[src/rtl/xlat_tlb_pkg.sv]
`timescale 1ns/1ps
package xlat_tlb_pkg;
  localparam int PROT_W = 3;

  typedef enum logic [1:0] {
    ACC_READ  = 2'd0,
    ACC_WRITE = 2'd1,
    ACC_EXEC  = 2'd2,
    ACC_RSVD  = 2'd3
  } acc_e;

  // permission bit 0 read, 1 write, 2 execute; reserved code never allowed
  function automatic logic acc_allowed(input logic [PROT_W-1:0] prot, input acc_e acc);
    case (acc)
      ACC_READ:  return prot[0];
      ACC_WRITE: return prot[1];
      ACC_EXEC:  return prot[2];
      default:   return 1'b0;
    endcase
  endfunction
endpackage

[src/rtl/xlat_tlb_match.sv]
`timescale 1ns/1ps
module xlat_tlb_match #(
  parameter int N     = 16,
  parameter int KEY_W = 24,
  parameter int IDX_W = 4
) (
  input  logic [N-1:0]            valid,
  input  logic [N-1:0][KEY_W-1:0] keys,
  input  logic [KEY_W-1:0]        probe,
  output logic                    found,
  output logic [IDX_W-1:0]        idx
);
  logic [N-1:0] hitv;

  for (genvar g = 0; g < N; g++) begin : g_cmp
    assign hitv[g] = valid[g] && (keys[g] == probe);
  end

  assign found = |hitv;

  // at most one slot matches, so an OR of indices is the encoder
  always_comb begin
    idx = '0;
    for (int i = 0; i < N; i++) begin
      if (hitv[i]) idx = idx | IDX_W'(i);
    end
  end
endmodule

[src/rtl/xlat_tlb_store.sv]
`timescale 1ns/1ps
module xlat_tlb_store #(
  parameter int N       = 16,
  parameter int KEY_W   = 24,
  parameter int FRAME_W = 18,
  parameter int PROT_W  = 3,
  parameter int IDX_W   = 4
) (
  input  logic                      clk,
  input  logic                      rst,
  input  logic                      clear,
  input  logic                      we,
  input  logic [IDX_W-1:0]          widx,
  input  logic [KEY_W-1:0]          wkey,
  input  logic [FRAME_W-1:0]        wframe,
  input  logic [PROT_W-1:0]         wprot,
  output logic [N-1:0]              valid,
  output logic [N-1:0][KEY_W-1:0]   keys,
  output logic [N-1:0][FRAME_W-1:0] frames,
  output logic [N-1:0][PROT_W-1:0]  prots
);
  always_ff @(posedge clk) begin
    if (rst || clear) begin
      valid <= '0;
    end else if (we) begin
      valid[widx] <= 1'b1;
    end
  end

  always_ff @(posedge clk) begin
    if (we && !clear) begin
      keys[widx]   <= wkey;
      frames[widx] <= wframe;
      prots[widx]  <= wprot;
    end
  end
endmodule

[src/rtl/xlat_tlb_lru.sv]
`timescale 1ns/1ps
module xlat_tlb_lru #(
  parameter int N     = 16,
  parameter int IDX_W = 4
) (
  input  logic             clk,
  input  logic             rst,
  input  logic             touch_en,
  input  logic [IDX_W-1:0] touch_idx,
  output logic [IDX_W-1:0] oldest
);
  // order[0] is most recent, order[N-1] least recent
  logic [N-1:0][IDX_W-1:0] order, order_nxt;
  logic [N-1:0]            at;

  for (genvar g = 0; g < N; g++) begin : g_pos
    assign at[g] = (order[g] == touch_idx);
  end

  always_comb begin
    logic seen;
    seen = 1'b0;
    order_nxt = order;
    for (int i = N-1; i >= 1; i--) begin
      seen = seen | at[i];
      if (seen) order_nxt[i] = order[i-1];
    end
    order_nxt[0] = touch_idx;
  end

  always_ff @(posedge clk) begin
    if (rst) begin
      for (int i = 0; i < N; i++) order[i] <= IDX_W'(i);
    end else if (touch_en) begin
      order <= order_nxt;
    end
  end

  assign oldest = order[N-1];
endmodule

[src/rtl/xlat_tlb.sv]
`timescale 1ns/1ps
module xlat_tlb #(
  parameter int ENTRIES = 16,
  parameter int SEG_W   = 18,
  parameter int VPN_W   = 6,
  parameter int OFF_W   = 10,
  parameter int FRAME_W = 18
) (
  input  logic                     clk,
  input  logic                     rst,
  input  logic                     flush,
  input  logic                     lk_valid,
  output logic                     lk_ready,
  input  logic [SEG_W-1:0]         lk_seg,
  input  logic [VPN_W-1:0]         lk_vpn,
  input  logic [OFF_W-1:0]         lk_off,
  input  logic [1:0]               lk_acc,
  output logic                     lk_hit,
  output logic                     lk_miss,
  output logic                     lk_fault,
  output logic [FRAME_W+OFF_W-1:0] lk_paddr,
  input  logic                     fill_valid,
  output logic                     fill_ready,
  input  logic [SEG_W-1:0]         fill_seg,
  input  logic [VPN_W-1:0]         fill_vpn,
  input  logic [FRAME_W-1:0]       fill_frame,
  input  logic [2:0]               fill_prot
);
  import xlat_tlb_pkg::*;

  localparam int KEY_W = SEG_W + VPN_W;
  localparam int IDX_W = (ENTRIES > 1) ? $clog2(ENTRIES) : 1;

  logic [ENTRIES-1:0]              valid;
  logic [ENTRIES-1:0][KEY_W-1:0]   keys;
  logic [ENTRIES-1:0][FRAME_W-1:0] frames;
  logic [ENTRIES-1:0][PROT_W-1:0]  prots;

  logic             lk_go, fill_go;
  logic             lk_found, fill_found, any_free;
  logic [IDX_W-1:0] lk_idx, fill_idx, free_idx, oldest, victim;
  logic             permit;
  logic             touch_en;
  logic [IDX_W-1:0] touch_idx;

  // handshake: flush blocks both ports, a fill blocks lookups
  assign fill_ready = !flush;
  assign lk_ready   = !flush && !fill_valid;
  assign fill_go    = fill_valid && fill_ready;
  assign lk_go      = lk_valid && lk_ready;

  xlat_tlb_match #(.N(ENTRIES), .KEY_W(KEY_W), .IDX_W(IDX_W)) u_lk_match (
    .valid(valid), .keys(keys), .probe({lk_seg, lk_vpn}),
    .found(lk_found), .idx(lk_idx)
  );

  xlat_tlb_match #(.N(ENTRIES), .KEY_W(KEY_W), .IDX_W(IDX_W)) u_fill_match (
    .valid(valid), .keys(keys), .probe({fill_seg, fill_vpn}),
    .found(fill_found), .idx(fill_idx)
  );

  // lowest-numbered free slot
  always_comb begin
    any_free = 1'b0;
    free_idx = '0;
    for (int i = ENTRIES-1; i >= 0; i--) begin
      if (!valid[i]) begin
        any_free = 1'b1;
        free_idx = IDX_W'(i);
      end
    end
  end

  always_comb begin
    if (fill_found)    victim = fill_idx;
    else if (any_free) victim = free_idx;
    else               victim = oldest;
  end

  assign permit   = acc_allowed(prots[lk_idx], acc_e'(lk_acc));
  assign lk_hit   = lk_go && lk_found && permit;
  assign lk_fault = lk_go && lk_found && !permit;
  assign lk_miss  = lk_go && !lk_found;
  assign lk_paddr = lk_hit ? {frames[lk_idx], lk_off} : '0;

  assign touch_en  = fill_go || (lk_go && lk_found);
  assign touch_idx = fill_go ? victim : lk_idx;

  xlat_tlb_store #(
    .N(ENTRIES), .KEY_W(KEY_W), .FRAME_W(FRAME_W), .PROT_W(PROT_W), .IDX_W(IDX_W)
  ) u_store (
    .clk(clk), .rst(rst), .clear(flush),
    .we(fill_go), .widx(victim), .wkey({fill_seg, fill_vpn}),
    .wframe(fill_frame), .wprot(fill_prot),
    .valid(valid), .keys(keys), .frames(frames), .prots(prots)
  );

  xlat_tlb_lru #(.N(ENTRIES), .IDX_W(IDX_W)) u_lru (
    .clk(clk), .rst(rst),
    .touch_en(touch_en && !flush), .touch_idx(touch_idx),
    .oldest(oldest)
  );
endmodule

[config.mk]
export PLATFORM = sky130hd
export DESIGN_NAME = xlat_tlb
export DESIGN_NICKNAME = d
export VERILOG_FILES = /design/src/rtl/xlat_tlb_pkg.sv /design/src/rtl/xlat_tlb_match.sv /design/src/rtl/xlat_tlb_store.sv /design/src/rtl/xlat_tlb_lru.sv /design/src/rtl/xlat_tlb.sv
export SDC_FILE = /design/constraint.sdc
export NUM_CORES = 2
export LEC_CHECK = 0
export BUFFER_PORTS_ARGS = -buffer_cell sky130_fd_sc_hd__buf_2
export CAP_MARGIN = 20
export CORE_ASPECT_RATIO = 1.75
export CORE_MARGIN = 1.5
export CORE_UTILIZATION = 40
export CTS_CLUSTER_DIAMETER = 50
export DETAILED_ROUTE_END_ITERATION = 10
export SETUP_SLACK_MARGIN = 0.15
export SLEW_MARGIN = 30
export SYNTH_ARGS = -nofsm -noshare
export SYNTH_HDL_FRONTEND = slang
export SYNTH_SLANG_ARGS = --single-unit
[constraint.sdc]
create_clock -name clk -period 6.8 [get_ports clk]
set_clock_uncertainty 0.15 [all_clocks]
set_input_delay 1.36 -clock clk [delete_from_list [all_inputs] [get_ports clk]]
set_output_delay 1.36 -clock clk [all_outputs]
set_load 0.1 [all_outputs]
==> run_results.csv <==
group,metric,value,unit
routing,routedWlPerCell,29.7,um
clock_network,clock_latency,0.70,ns
timing,setup_viol,0,
power,power.density,223,nW/um2
worst_setup_path,r2r_slack,1.72,ns
routing,post-route-drc-count,0,
layout,fillers,9007,
global_routing,grt_pass1_wl,210000,um
place,port_buffers,118,
worst_hold_path,hold_path_class,"reg2reg",
timing,clock.fmax,150,MHz
timing,post-route-min-period,6.68,ns
clock_network,htree_levels,3,
synth,synthArstFlopShare,0,%
global_routing,grt_overflow,0,
die,dieArea,104000,um2
clock_network,cts_hold_buf,0,
place,finalWeightedCongestion,1.01,
routing,vias,28905,
timing,worstMarginPinSlew,0.893,ns
timing,hold_violations,0,
die,die_w,245,um
clock_network,cts-root-buf,"clkbuf_16",
synth,synth_ff_type,"edfxtp_1",
worst_setup_path,critPathCaptureType,"output port",
synth,synth_area,40900,um2
synth,syn_inst,3209,
power,irDropWorstVdd,0.267,mV
timing,rsz0062_at_grt,"true",
die,coreArea,102000,um2
timing,maxSlewHeadroom,40.4,%
worst_setup_path,cp.arrival,5.17,ns
synth,yosysWarningCount,0,
worst_setup_path,worst-setup-path-type,"in2out",
global_routing,grt_antenna_before_repair,5,
timing,post-route-period-util,98.2,%
routing,firstDrtPassIters,5,
die,rows,155,
worst_setup_path,slowest_stage,"mux4_2",
worst_setup_path,critPathBufInv,7,
layout,nets,3697,
clock_network,cts_buffers,86,
routing,wl,149000,um
clock_network,clock_sinks,800,
layout,drive_gt1_share,19.9,%
layout,register_area,23200,um2
synth,syn_nets,3295,
synth,synth.avg_cell_area,12.7,um2
worst_setup_path,cp_common_cell,"buf_12",
synth,synth_edf_count,720,
worst_setup_path,critPathLaunchType,"input port",
global_routing,grt_pass1_vias,29781,
place,hpwl,106000,um
routing,drt-vias-per-instance,5.76,
flow_run,maxCapViolCount,0,
synth,ys_types,86,
clock_network,clockBufferDepth,3,
global_routing,grt_max_degree,76,
timing,final.setup.tns,0,ns
layout,syn2layout_area_growth,22.3,%
synth,ys_seq_elements,800,
worst_setup_path,critical_path.cell_chain,"buf_2 > buf_12 > buf_4 > xor2_1 > nor4_1 > nand2_2 > nand3_1 > nor3_4 > buf_12 > buf_12 > a211oi_1 > a21oi_1 > mux2i_1 > mux4_2 > o21ai_2 > and3_4 > buf_6 > and2_2 > buf_12",
die,initial_core_util,40.2,%
routing,drt-initial-drc-count,2243,
timing,whs,0.350,ns
worst_setup_path,cp_top_family,"simple AND/OR/NAND/NOR gates",
global_routing,grt_usage,28.5,%
layout,multi_input_area,17000,um2
worst_setup_path,required,5.29,ns
timing,drv_slew,0,
place,post-place-ws,-0.392,ns
clock_network,cts_tree,"done",
power,leakage,0.0174,uW
worst_setup_path,cp_max_fo,30,
timing,setup_slack,0.122,ns
die,boundaryPins,119,
worst_setup_path,slowest_delay,0.47,ns
outcome,status,"completed",
routing,drtAntennaViolNets,0,
clock_network,path_clk_slew,0.06,ns
die,fp.dieH,426,um
layout,diodes,0,
synth,seq_area_frac_synth,56.8,%
## registers in the layout (all words and copies together), names as in the netlist
name            count
u_lru.oldest        4
u_store.prots      48
u_store.frames    288
u_store.keys      384
u_lru.order        60
u_store.valid      16
## power by group
part / total, uW / leakage, uW / switching [uW] / internal (uW)
Clock: 4770 / 0.00138 / 2080 / 2700
Combinational: 979 / 0.00884 / 617 / 362
Sequential: 5390 / 0.00713 / 17.5 / 5370
## cell usage in the layout, fill, tap and decap left out, drive strengths merged, types with 42 or more instances in the layout
cell type / instances
mux2i: 189
nor3: 56
buf: 484
xnor2: 459
edfxtp: 720
nand4: 183
xor2: 360
clkbuf: 108
nor2: 106
nor4: 132
dfxtp: 80
and2: 42
nand2: 109
a21oi: 99
nor2b: 94
a211oi: 82
## cell usage after synthesis, types with 63 or more instances
library cell	number	share of area (%)
nor2b_1	94	1.4
nor4_1	132	2.0
xnor2_1	458	9.8
nand4_1	182	2.8
a21oi_1	98	1.2
mux2i_1	188	4.6
nand2_1	109	1.0
xor2_1	360	7.7
a211oi_1	81	1.5
buf_4	63	1.2
dfxtp_1	80	3.9
nor2_1	104	0.95
edfxtp_1	720	53
## per-stage QoR
step	util [%]	area (um2)	instances	total power, uW
final	49.2	50000	5017	11100
after global routing	49.2	50000	5017	11400
after CTS	49.0	49800	5012	11200
after detailed placement	46.0	46800	4843	6450
after global placement	46.0	46800	4843	6450
after floorplan	-	41000	3209	5960
## final timing paths
kind                                   endpoint  cells after the start               from
worst max-delay path                lk_paddr[7]                     19          lk_seg[2]
worst min-delay path             u_lru.order[6]                      2     u_lru.order[2]
worst max register to register  u_lru.order[35]                     17  u_store.keys[357]
worst min register to register   u_lru.order[6]                      2     u_lru.order[2]
## cell families (layout without fill, tap and decap cells)
| kind of cell | Yosys count | after routing | share of synthesized area, % |
|---|---|---|---|
| simple gates | 895 | 896 | 12.9 |
| xor+xnor | 819 | 819 | 17.6 |
| flops | 800 | 800 | 56.8 |
| compound gates | 307 | 307 | 5.45 |
| buf+inv | 197 | 670 | 2.60 |
| mux | 191 | 191 | 4.74 |
## timing repair
| item | 4_1_cts | 5_1_grt |
|---|---|---|
| gates cloned | 4 | 2 |
| endpoints found under the setup margin | 30 | 30 |
| pin swaps | 5 | 2 |
| resized for setup | 26 | 20 |
| buffers inserted | 5 | 3 |
## cell type report
| cell class | count | area share (%) |
|---|---|---|
| Timing Repair Buffer | 488 | 10.4 |
| Tap cell | 1334 | 3.34 |
| Multi-Input combinational cell | 2213 | 34.0 |
| Sequential cell | 800 | 46.4 |
| Clock buffer | 106 | 4.58 |
| Inverter | 22 | 0.165 |
| Clock inverter | 54 | 1.06 |
## routing by layer
layer | share of wire [%] | global-route usage (%)
met1 | 35 | 30.5
met5 | 0.032 | 0
met2 | 50 | 50.0
met4 | 9.3 | 23.4
met3 | 5.4 | 3.78
## tightest hold or removal path: cells and delay by family (launching register included)
kind,cells,cell delay (ns)
flops,1,0.33
mux,1,0.07
simple gates,1,0.07
Note: power is estimated with default switching activity, not from simulation.
